## src/rtl/ftx_pkg.sv

```systemverilog
package ftx_pkg;
  localparam int BYTE_W    = 8;
  localparam int STOP_W    = 3;
  localparam int GUARD_MAX = (1 << STOP_W) - 2;
  localparam int FRAME_W   = 1 + BYTE_W + 1 + 1 + GUARD_MAX;
  localparam int LEN_W     = $clog2(FRAME_W + 1);

  typedef struct packed {
    logic [STOP_W-1:0] stop;
    logic              start_bit;
    logic              msb_first;
    logic              par_en;
    logic              par_odd;
    logic              par_inv_last;
  } ftx_cfg_t;

  // parity bit for a byte: even base, flipped for odd type and for final-byte inversion
  function automatic logic ftx_parity_bit(input logic [BYTE_W-1:0] d,
                                          input logic odd, input logic flip);
    return (^d) ^ odd ^ flip;
  endfunction

  // data bits arranged so that index 0 is the first bit on the line
  function automatic logic [BYTE_W-1:0] ftx_order(input logic [BYTE_W-1:0] d,
                                                  input logic msb_first);
    logic [BYTE_W-1:0] r;
    for (int i = 0; i < BYTE_W; i++) r[i] = d[BYTE_W-1-i];
    return msb_first ? r : d;
  endfunction

  // trailer length equals the field value: stop bit plus (value-1) guard bits
  function automatic logic [LEN_W-1:0] ftx_frame_len(input ftx_cfg_t c);
    int n;
    n = BYTE_W + int'(c.start_bit) + int'(c.par_en) + int'(c.stop);
    return LEN_W'(n);
  endfunction
endpackage

```

## src/rtl/ftx_byte_framer.sv

```systemverilog
module ftx_byte_framer
  import ftx_pkg::*;
(
  input  ftx_cfg_t           cfg,
  input  logic [BYTE_W-1:0]  data,
  input  logic               is_last,
  output logic [FRAME_W-1:0] bits,
  output logic [LEN_W-1:0]   len
);
  logic [BYTE_W-1:0] ordered;
  logic              par;

  assign ordered = ftx_order(data, cfg.msb_first);
  assign par     = ftx_parity_bit(data, cfg.par_odd, cfg.par_inv_last & is_last);
  assign len     = ftx_frame_len(cfg);

  // unused upper positions and the trailer stay at 1
  always_comb begin
    bits = '1;
    if (cfg.start_bit) begin
      bits[0]        = 1'b0;
      bits[BYTE_W:1] = ordered;
      if (cfg.par_en) bits[BYTE_W+1] = par;
    end else begin
      bits[BYTE_W-1:0] = ordered;
      if (cfg.par_en) bits[BYTE_W] = par;
    end
  end
endmodule

```

## src/rtl/ftx_bit_shifter.sv

```systemverilog
module ftx_bit_shifter
  import ftx_pkg::*;
(
  input  logic               clk,
  input  logic               rst_n,
  input  logic               bit_en,
  input  logic               load,
  input  logic [FRAME_W-1:0] load_bits,
  input  logic [LEN_W-1:0]   load_len,
  output logic               tx_bit,
  output logic               bit_strobe,
  output logic               empty
);
  logic [FRAME_W-1:0] sr_q;
  logic [LEN_W-1:0]   left_q;
  logic               emit;

  assign empty = (left_q == '0);
  assign emit  = bit_en && !load && !empty;

  always_ff @(posedge clk or negedge rst_n) begin
    if (!rst_n) begin
      sr_q       <= '1;
      left_q     <= '0;
      tx_bit     <= 1'b1;
      bit_strobe <= 1'b0;
    end else begin
      bit_strobe <= emit;
      if (load) begin
        sr_q   <= load_bits;
        left_q <= load_len;
      end else if (emit) begin
        sr_q   <= {1'b1, sr_q[FRAME_W-1:1]};
        left_q <= left_q - LEN_W'(1);
      end
      if (bit_en) tx_bit <= emit ? sr_q[0] : 1'b1;
    end
  end

  a_r8_quiet_without_en: assert property (@(posedge clk) disable iff (!rst_n)
    !bit_en |=> (!bit_strobe && $stable(tx_bit)));
  a_r8_load_only_when_empty: assert property (@(posedge clk) disable iff (!rst_n)
    load |-> empty);
endmodule

```

## src/rtl/ftx_frame_ctrl.sv

```systemverilog
module ftx_frame_ctrl
  import ftx_pkg::*;
#(
  parameter int CNT_W = 8
) (
  input  logic             clk,
  input  logic             rst_n,
  input  logic             start,
  input  ftx_cfg_t         cfg_in,
  input  logic [CNT_W-1:0] byte_count,
  input  logic             in_valid,
  input  logic             in_last,
  input  logic             bit_en,
  input  logic             sh_empty,
  output ftx_cfg_t         cfg_q,
  output logic             in_ready,
  output logic             byte_take,
  output logic             take_last,
  output logic             busy,
  output logic             err_no_data
);
  typedef enum logic [1:0] {ST_IDLE, ST_FEED, ST_TAIL} ftx_state_t;

  ftx_state_t       state_q;
  logic [CNT_W-1:0] left_q;
  logic             start_ok;
  logic             start_empty;
  logic             frame_done;

  assign start_ok    = start && (state_q == ST_IDLE);
  assign start_empty = start_ok && (byte_count == '0);
  assign in_ready    = (state_q == ST_FEED) && sh_empty;
  assign byte_take   = in_ready && in_valid;
  assign take_last   = in_last || (left_q == CNT_W'(1));
  assign frame_done  = (state_q == ST_TAIL) && sh_empty && bit_en;
  assign busy        = (state_q != ST_IDLE);

  always_ff @(posedge clk or negedge rst_n) begin
    if (!rst_n) begin
      state_q     <= ST_IDLE;
      left_q      <= '0;
      cfg_q       <= '0;
      err_no_data <= 1'b0;
    end else begin
      unique case (state_q)
        ST_IDLE: if (start_ok) begin
          err_no_data <= start_empty;
          if (!start_empty) begin
            cfg_q   <= cfg_in;
            left_q  <= byte_count;
            state_q <= ST_FEED;
          end
        end
        ST_FEED: if (byte_take) begin
          left_q <= left_q - CNT_W'(1);
          if (take_last) state_q <= ST_TAIL;
        end
        ST_TAIL: if (frame_done) state_q <= ST_IDLE;
        default: state_q <= ST_IDLE;
      endcase
    end
  end

  a_r6_empty_start_flags: assert property (@(posedge clk) disable iff (!rst_n)
    start_empty |=> (err_no_data && !busy));
  a_r6_err_sticky: assert property (@(posedge clk) disable iff (!rst_n)
    (err_no_data && !start_ok) |=> err_no_data);
  a_r10_cfg_frozen: assert property (@(posedge clk) disable iff (!rst_n)
    busy |=> $stable(cfg_q));
  a_r7_take_within_count: assert property (@(posedge clk) disable iff (!rst_n)
    byte_take |-> (left_q != '0));
endmodule

```

## src/rtl/ftx_frame_serializer.sv

```systemverilog
module ftx_frame_serializer
  import ftx_pkg::*;
#(
  parameter int CNT_W = 8
) (
  input  logic              clk,
  input  logic              rst_n,
  input  logic              bit_en,
  input  logic              start,
  input  logic [STOP_W-1:0] cfg_stop,
  input  logic              cfg_start_bit,
  input  logic              cfg_msb_first,
  input  logic              cfg_par_en,
  input  logic              cfg_par_odd,
  input  logic              cfg_par_inv_last,
  input  logic [CNT_W-1:0]  byte_count,
  input  logic [BYTE_W-1:0] in_data,
  input  logic              in_valid,
  input  logic              in_last,
  output logic              in_ready,
  output logic              tx_bit,
  output logic              bit_strobe,
  output logic              busy,
  output logic              err_no_data
);
  ftx_cfg_t           cfg_in;
  ftx_cfg_t           cfg_q;
  logic               byte_take;
  logic               take_last;
  logic               sh_empty;
  logic [FRAME_W-1:0] frame_bits;
  logic [LEN_W-1:0]   frame_len;

  always_comb begin
    cfg_in.stop         = cfg_stop;
    cfg_in.start_bit    = cfg_start_bit;
    cfg_in.msb_first    = cfg_msb_first;
    cfg_in.par_en       = cfg_par_en;
    cfg_in.par_odd      = cfg_par_odd;
    cfg_in.par_inv_last = cfg_par_inv_last;
  end

  ftx_frame_ctrl #(.CNT_W(CNT_W)) u_ctrl (
    .clk(clk), .rst_n(rst_n), .start(start), .cfg_in(cfg_in),
    .byte_count(byte_count), .in_valid(in_valid), .in_last(in_last),
    .bit_en(bit_en), .sh_empty(sh_empty), .cfg_q(cfg_q),
    .in_ready(in_ready), .byte_take(byte_take), .take_last(take_last),
    .busy(busy), .err_no_data(err_no_data)
  );

  ftx_byte_framer u_framer (
    .cfg(cfg_q), .data(in_data), .is_last(take_last),
    .bits(frame_bits), .len(frame_len)
  );

  ftx_bit_shifter u_shift (
    .clk(clk), .rst_n(rst_n), .bit_en(bit_en), .load(byte_take),
    .load_bits(frame_bits), .load_len(frame_len),
    .tx_bit(tx_bit), .bit_strobe(bit_strobe), .empty(sh_empty)
  );

  a_r9_idle_line_high: assert property (@(posedge clk) disable iff (!rst_n)
    !busy |-> tx_bit);
  a_r10_no_strobe_when_idle: assert property (@(posedge clk) disable iff (!rst_n)
    !busy |-> !bit_strobe);
endmodule

```

## config.mk

```make
export PLATFORM = sky130hd
export DESIGN_NAME = ftx_frame_serializer
export DESIGN_NICKNAME = d
export VERILOG_FILES = /design/src/rtl/ftx_pkg.sv /design/src/rtl/ftx_byte_framer.sv /design/src/rtl/ftx_bit_shifter.sv /design/src/rtl/ftx_frame_ctrl.sv /design/src/rtl/ftx_frame_serializer.sv
export SDC_FILE = /design/constraint.sdc
export NUM_CORES = 1
export LEC_CHECK = 0
export BUFFER_PORTS_ARGS = -buffer_cell sky130_fd_sc_hd__buf_2
export CAP_MARGIN = 5
export CORE_MARGIN = 2
export CORE_UTILIZATION = 45
export CTS_BUF_LIST = sky130_fd_sc_hd__clkbuf_16
export CTS_CLUSTER_SIZE = 30
export DETAILED_ROUTE_END_ITERATION = 10
export MAX_ROUTING_LAYER = met4
export PLACE_DENSITY = 0.66
export SYNTH_ARGS = -nofsm -noshare
export SYNTH_HDL_FRONTEND = slang
export SYNTH_SLANG_ARGS = --single-unit
```

## constraint.sdc

```tcl
create_clock -name clk -period 1.8 [get_ports clk]
set_clock_uncertainty 0.1 [all_clocks]
set_input_delay 0.54 -clock clk [delete_from_list [all_inputs] [get_ports clk]]
set_output_delay 0.54 -clock clk [all_outputs]
set_load 0.05 [all_outputs]
```

# ---- Yosys cells after proc, flatten, opt, wreduce, memory -nomap -nowiden
# Cells that the tools add are included.
dict set report classes {
  addsub 5
  n_eq_ne 8
  mux 19
  bitwise 4
  reduce_logical 22
}
# op n
set ops {}
lappend ops {{two-way mux 17 bit} 2}
lappend ops {{two-way mux 8 bit} 4}
lappend ops {{one-hot mux 8 bit (2 select lines)} 1}
lappend ops {{two-way mux 2 bit} 5}
lappend ops {{two-way mux 5 bit} 2}
lappend ops {{two-way mux 9 bit} 1}
lappend ops {{== test 8 x 1 -> 1 bit, second input constant} 1}
lappend ops {{logical AND 1 bit} 8}
lappend ops {{logical NOT 8 bit} 1}
lappend ops {{inequality test 2 x 1 -> 1 bit, second input constant} 4}
lappend ops {{XOR reduction 8 bit} 1}
lappend ops {{subtractor 8 x 1 -> 8 bit, second input constant} 1}
lappend ops {{one-hot mux 2 bit (3 select lines)} 1}
lappend ops {{nonzero test 2 bit} 3}
lappend ops {{adder 4 x 1 -> 5 bit, first input constant} 1}
lappend ops {{adder 5 x 2 -> 5 bit} 1}
lappend ops {{adder 5 x 4 -> 5 bit} 1}
lappend ops {{logical NOT 5 bit} 1}
lappend ops {{AND reduction 5 bit} 1}
lappend ops {{subtractor 5 x 1 -> 5 bit, second input constant} 1}
lappend ops {{AND reduction 4 bit} 1}
lappend ops {{two-way mux 1 bit} 3}
lappend ops {{AND reduction 3 bit} 1}
lappend ops {{== test 2 x 1 -> 1 bit, second input constant} 1}
lappend ops {{other kinds (9)} 11}
dict set report word_totals {
  register_bits 43
  in_bits 30
  output_inout_bits 5
  word_cells 71
}

# ---- Depth between registers and ports, before layout
# Gate-level depths: netlist of run 1.
dict set report logic_depth {
  word_depth 8
  mapped_depth 8
  ltp_nobuf 7
}

# ---- Cells and area by module
# Synthesis of run 1 repeated with hierarchy kept, for this count alone.
dict set report hier_totals {
  hier_cells 278
  hier_area_um2 2733.9
}
# module instances cells_each area_per_inst_um2 seq_area_each_um2
set by_module_without_submodules {}
lappend by_module_without_submodules {ftx_bit_shifter 1 136 1266.2 623.1}
lappend by_module_without_submodules {ftx_frame_ctrl 1 98 1037.2 475.5}
lappend by_module_without_submodules {ftx_byte_framer 1 44 430.4 0.0}

# ---- Least setup slack after synthesis of run 1
# Ideal clock, no wire load.
dict set report synth_timing {
  path_type {register to output}
  from {register u_shift.left_q[0]}
  to {output in_ready}
  arrival_ps 1793
  required_ps 1160
  slack_ps -633
  path_stages_with_launch 5
  n_path_buf 0
  cell_sequence {dfrtp_1 inv_1 ha_1 or4b_4 nor2_1}
}
dict set report synth_between {
  elab_chain_cells 2
}
# item line
set synth_rtl {}
lappend synth_rtl {{start: declaration} ftx_bit_shifter.sv:15} ;# logic [LEN_W-1:0] left_q;
lappend synth_rtl {{start signal: assignment} ftx_bit_shifter.sv:31} ;# left_q <= load_len;
lappend synth_rtl {{start signal: assignment} ftx_bit_shifter.sv:34} ;# left_q <= left_q - LEN_W'(1);
lappend synth_rtl {{logical NOT 5 bit} ftx_bit_shifter.sv:18} ;# assign empty = (left_q == '0);
lappend synth_rtl {{logical AND 1 bit} ftx_frame_ctrl.sv:32} ;# assign in_ready = (state_q == ST_FEED) && sh_empty;
lappend synth_rtl {{end: declaration} ftx_frame_serializer.sv:20} ;# output logic in_ready,
# Every way passes these cells.

# ---- Worst setup path after layout of run 1
# Same ends and word-level chain as after synthesis.

==> flow_summary.ini, run 1 <==
[run_status]
status = finished, violations left
failed_checks = negative setup slack

[timing]
rsz0062_at_grt = true
slew_headroom_pct = 64.8
final-hold-violation-count = 0
hold_ws_ns = 0.135
timing.final.crit_period_ns = 2.26
worst_slack_ns = -0.458
tightest_slew_ns = 0.528
fin_tns_setup_ns = -6.37
fmax_mhz = 443
min_period_over_period_pct = 125
slew_viol_final = 0
setup_viol = 27

[clock_tree]
cts_tree = yes
h-tree-depth = 2
holdBufCountCts = 0
clock_latency_ns = 0.28
cts.sinks = 36
cts_buffers = 5
cts.clk_slew.worst_paths_ns = 0.06
cts.path.max_buffers = 2
root_buffer = clkbuf_16

[logic_synthesis]
synth_fa_ha_area_share_pct = 3.75
synth_cell_types = 53
synth.top_cell.area_share_pct = 28.4
synth_top_family_by_area = compound AO/OA/AOI/OAI gates
synth_area_um2 = 2200
synthMuxAreaShare_pct = 11.8
synthXorXnorAreaFrac_pct = 4.49
syn_inst = 217
ys_seq_area_share_pct = 41.5
synth_edf_count = 0
synth_seq_cells = 36
yosysTopAreaCell = dfrtp_1
synth_nets = 253
ys.flop_type = dfrtp_1
ys_async_sr_fraction_pct = 100
postSynthAreaPerCell_um2 = 10.2
synth.area.top_cells = dfrtp_1, dfstp_2, mux2_2, nand2_1, a21oi_1
synth_compound_area_share_pct = 17.7
synth-warning-count = 0
synth-simple-area-share_pct = 15.2
synth_commonest_cells = dfrtp_1, nand2_1, inv_1
synth.most_common_cell = dfrtp_1

[setup_path]
cp-end-kind = primary output
cp_cell_sequence = inv_2 > ha_4 > or4b_4 > nor2_4 > buf_8
crit_arrival_ns = 1.62
worstPathRequired_ns = 1.16
cp_max_fo = 2
reg2reg_from = u_shift.left_q[0]
cpPeakStageDelay_ns = 0.48
cp_slowest_cell = or4b_4
cp_num_buf_inv = 2
cp_top_family = simple AND/OR/NAND/NOR gates
start_kind = flip-flop
critPathKind = flip-flop to primary output
crit_start = u_shift.left_q[0]

[placement]
dp_slack_ns = -0.339
portBuffers = 34
placed_area_um2 = 2820
gp_congestion = 0.856
hpwl_um = 4000
dp.cells = 358

[final_layout]
drive_above_1_share_pct = 54.6
n_fill_cell = 349
final-seq-area_um2 = 915
finalNonFillerCells = 380
final_cell_area_um2 = 3330
multi_input_area_um2 = 1410
antennaDiodeCount = 0
syn2layout_area_growth_pct = 51.0
nets = 348
post-route-util_pct = 70.4

[power_and_ir_drop]
p_total_mw = 4.39
switching_share_pct = 36.0
p_leak_nw = 1.48
p_seq_share_pct = 32.6
power.density_nw_per_um2 = 1320
clockPowerShare_pct = 18.9
power_switching_mw = 1.58
pwr-share-comb_pct = 48.4
internal-power_mw = 2.81
vdd_drop_max_mv = 0.779

[die]
die_y_um = 74.0
core-area_um2 = 4720
io_pins = 35
die-area_um2 = 5470
start_util_pct = 46.6
row_count = 25
die_x_um = 74.0

[drt]
wl_um = 6040
postRouteAntennaNets = 0
vias = 2068
drt_first_pass_iters = 4
avgViaCountPerCell = 5.44
routedWlPerCell_um = 15.9
drtIter0Drc = 87
drc_errors = 0

[global_route]
grt_pass1_vias = 2009
grt_overflow = 0
grt_usage_pct = 23.3
grt_max_degree = 24
grt_pass1_wl_um = 9360
antenna_found_initial = 0

[run]
cap_violations = 0

[worst_hold_path]
hold_path_class = input pin to async pin
==> kinds of logic (layout without fill, tap and decap cells) <==
| family | count (synthesis) | count (layout) |
|---|---|---|
| simple gates | 65 | 65 |
| mux | 19 | 19 |
| compound gates | 56 | 56 |
| buf+inv | 27 | 123 |
| flops | 36 | 36 |
| fa+ha+maj | 6 | 6 |
| xor+xnor | 8 | 8 |
==> worst paths after layout <==
kind | endpoint | slack [ns] | cells after the start
worst max-delay path | in_ready | -0.46 | 5
worst min-delay path | u_shift.left_q[3] | 0.14 | 1
worst max register to register | u_shift.left_q[0] | -0.38 | 10
worst min register to register | u_shift.sr_q[3] | 0.37 | 2
max in group asynchronous | u_ctrl.left_q[0] | 0.94 | 2
min in group clk | u_shift.sr_q[3] | 0.37 | 2
==> registers in the layout, summed over array words and instances, names as in the netlist <==
register and count:
u_ctrl.left_q 8, u_ctrl.err_no_data 1, u_shift.sr_q 10, u_ctrl.state_q 2, u_shift.left_q 5, u_shift.tx_bit 1
u_ctrl.cfg_q 8, u_shift.bit_strobe 1
==> power groups by stage <==
stage / clock [mW] / sequential (mW) / combinational [mW]
final: 0.830 / 1.43 / 2.13
after global routing: 0.878 / 1.47 / 2.29
after CTS: 0.841 / 1.42 / 1.97
after detailed placement: 0 / 1.42 / 1.77
after global placement: 0 / 1.41 / 1.73
after floorplan: 0 / 1.44 / 1.09
==> area by class of cell <==
| cell class | count | share of cell area, % |
|---|---|---|
| clock inverters | 3 | 0.414 |
| inverters | 15 | 1.84 |
| flip-flops and latches | 36 | 27.5 |
| clock buffers | 5 | 3.76 |
| repair buffers | 100 | 21.7 |
| multi-input cells | 154 | 42.3 |
| well taps | 67 | 2.52 |
==> worst register-to-register path: cells and delay by family (launching register included) <==
kind	cells	cell delay, ns
buffers and inverters	5	0.54
flip-flops	1	0.39
AO/OA/AOI/OAI	2	0.38
adder cells (fa/ha/maj)	1	0.13
AND/OR/NAND/NOR	2	0.57
==> repair_timing <==
item | 4_1_cts | 5_1_grt
cloned | 2 | 0
endpoints found under the setup margin | 25 | 37
resized for setup | 36 | 24
pin swaps | 8 | 12
setup buffers | 8 | 7
==> placed cells by master (no fill, tap or decap), types with 6 or more instances in the layout <==
cell type,n
a21oi_1,9
a22oi_2,7
a31oi_1,8
buf_2,33
buf_4,57
buf_6,7
dfrtp_1,25
dfstp_2,11
inv_1,11
mux2_2,10
nand2_1,19
nand3_1,6
nor2_1,9
nor2b_1,6
==> routing by layer <==
layer | routed length, um | GRT usage (%) | vias to the layer above
li1 | - | - | 997
met1 | 2640 | 29.3 | 1024
met2 | 3100 | 37.4 | 35
met3 | 162 | 4.61 | 12
met4 | 132 | 8.48 | 0
met5 | 0 | - | -
No activity file was read; power rests on OpenSTA's default activity.
==> run 2, diff against run 1 <==
==> constraint.sdc (replaced) <==
create_clock -name clk -period 1.8 [get_ports clk]
set_clock_uncertainty 0.1 [all_clocks]
set_input_delay 0.18 -clock clk [delete_from_list [all_inputs] [get_ports clk]]
set_output_delay 0.18 -clock clk [all_outputs]
set_load 0.05 [all_outputs]
==> flow_summary.ini, run 2 (same netlist as run 1, synthesis figures left out) <==
[clock_tree]
cts.sinks = 36
clock_latency_ns = 0.28
cts_tree = yes
cts.path.max_buffers = 2
cts_buffers = 5
h-tree-depth = 2
cts.clk_slew.worst_paths_ns = 0.06
root_buffer = clkbuf_16

[drt]
vias = 1893
postRouteAntennaNets = 0
routedWlPerCell_um = 14.6
wl_um = 5140
avgViaCountPerCell = 5.38
drt_first_pass_iters = 4
drtIter0Drc = 148
drc_errors = 0

[timing]
slew_viol_final = 0
fin_tns_setup_ns = -0.198
rsz0062_at_grt = true
worst_slack_ns = -0.122
timing.final.crit_period_ns = 1.92
slew_headroom_pct = 68.7
fmax_mhz = 520
tightest_slew_ns = 0.469
setup_viol = 7
final-hold-violation-count = 0
min_period_over_period_pct = 107

[run_status]
failed_checks = negative setup slack
status = finished, violations left

[final_layout]
nets = 320
final_cell_mix = buf_4, buf_2, dfrtp_1
post-route-util_pct = 61.7
final_common_cell = buf_4
largestRegisters = u_shift.sr_q x10, u_ctrl.cfg_q x8, u_ctrl.left_q x8
antennaDiodeCount = 0
n_fill_cell = 397
syn2layout_area_growth_pct = 32.3
drive_above_1_share_pct = 42.1
top_register = u_shift.sr_q
largest_reg_flops = 10

[global_route]
grt_pass1_wl_um = 8360
grt_usage_pct = 20.9
grt_overflow = 0
grt_pass1_vias = 1797
antenna_found_initial = 0
grt_max_degree = 37

[die]
die_y_um = 74.0
die-area_um2 = 5470
row_count = 25
core-area_um2 = 4720
io_pins = 35
die_x_um = 74.0
start_util_pct = 46.6

[setup_path]
cp_num_buf_inv = 2
crit_start = u_shift.left_q[0]
crit_arrival_ns = 1.64
cp_cell_sequence = inv_2 > ha_4 > or4b_4 > nor2_4 > buf_6
cp-end-kind = primary output
cp_max_fo = 4
cpPeakStageDelay_ns = 0.50
worstPathRequired_ns = 1.52
reg2reg_from = u_shift.left_q[0]
cp_slowest_cell = or4b_4
start_kind = flip-flop
cp_top_family = simple AND/OR/NAND/NOR gates
critPathKind = flip-flop to primary output

[placement]
gp_congestion = 0.833
portBuffers = 34
dp_slack_ns = -0.0770
hpwl_um = 3780

[power_and_ir_drop]
internal-power_mw = 2.60
p_seq_share_pct = 36.6
power.density_nw_per_um2 = 1380
pwr-share-comb_pct = 42.8
vdd_drop_max_mv = 0.700
clockPowerShare_pct = 20.6
switching_share_pct = 35.5
power_switching_mw = 1.43
p_leak_nw = 1.31

[worst_hold_path]
worstHoldStart = cfg_par_inv_last
hold_path_class = input pin to flip-flop

[run]
cap_violations = 0
-- run 2: cell count changes in the layout (fill, tap and decap cells not counted), moves of 2 or more --
cell      change
buf_4        -21
o31ai_1       +2
clkinv_2      -2
a22oi_1       +5
nor4_1        +2
o31ai_2       -2
buf_6         -5
nor4_4        -2
a22oi_2       -5
nand3_1       +2
a21oi_1       +2
buf_8         -2
-- run 2: what timing repair did --
action | in CTS | in global routing
resized for setup | 10 | 7
hold buffers | 1 | 0
hold endpoints to repair | 25 | 0
buffers inserted | 1 | 0
endpoints found under the setup margin | 19 | 22
pin swaps | 2 | 2
-- run 2: final timing paths --
check / slack [ns] / to / cells past startpoint
hold reg to reg: 0.37 / u_shift.sr_q[3] / 2
setup / recovery: -0.12 / in_ready / 5
setup reg to reg: -0.04 / u_shift.left_q[0] / 7
max in group asynchronous: 0.87 / u_shift.sr_q[4] / 3
hold / removal: 0.03 / u_ctrl.cfg_q[0] / 2
min in group asynchronous: 0.37 / u_ctrl.cfg_q[6] / 3
-- run 2: per-stage QoR --
| stage | cells | instance area, um2 | total power [mW] | hold slack, ns |
|---|---|---|---|---|
| 4_1_cts | 352 | 2890 | 4.03 | 0.0243 |
| 3_5_place_dp | 342 | 2700 | 3.13 | 0.157 |
| 2_1_floorplan | 217 | 2240 | 2.55 | -0.216 |
| 5_1_grt | 352 | 2910 | 4.30 | 0.0301 |
| 6_report | 352 | 2910 | 4.02 | 0.0256 |
| 3_3_place_gp | 342 | 2700 | 3.10 | 0.156 |
-- run 2: final cells by class --
| cell class | instances | area, um2 | share of cell area (%) |
|---|---|---|---|
| clock buffers | 5 | 125 | 4.29 |
| clock inverters | 3 | 15.0 | 0.515 |
| inverters | 15 | 63.8 | 2.19 |
| multi-input cells | 154 | 1240 | 42.7 |
| flip-flops and latches | 36 | 915 | 31.4 |
| well taps | 67 | 83.8 | 2.88 |
| repair buffers | 72 | 468 | 16.1 |
-- run 2: routing by layer --
layer / GRT usage, % / part of all wire (%) / wire length, um / up-vias
met4: 8.48 / 1.1 / 57 / 0
met1: 26.7 / 45 / 2310 / 914
met5: - / 0 / 0 / -
li1: - / - / - / 933
met2: 33.1 / 50 / 2590 / 40
met3: 3.52 / 3.7 / 190 / 6
-- run 2: power by group through the flow --
stage,clock [mW],combinational (mW),sequential [mW]
2_1_floorplan,0,1.11,1.45
3_3_place_gp,0,1.65,1.45
3_5_place_dp,0,1.66,1.46
4_1_cts,0.845,1.72,1.46
5_1_grt,0.874,1.91,1.51
6_report,0.829,1.72,1.47
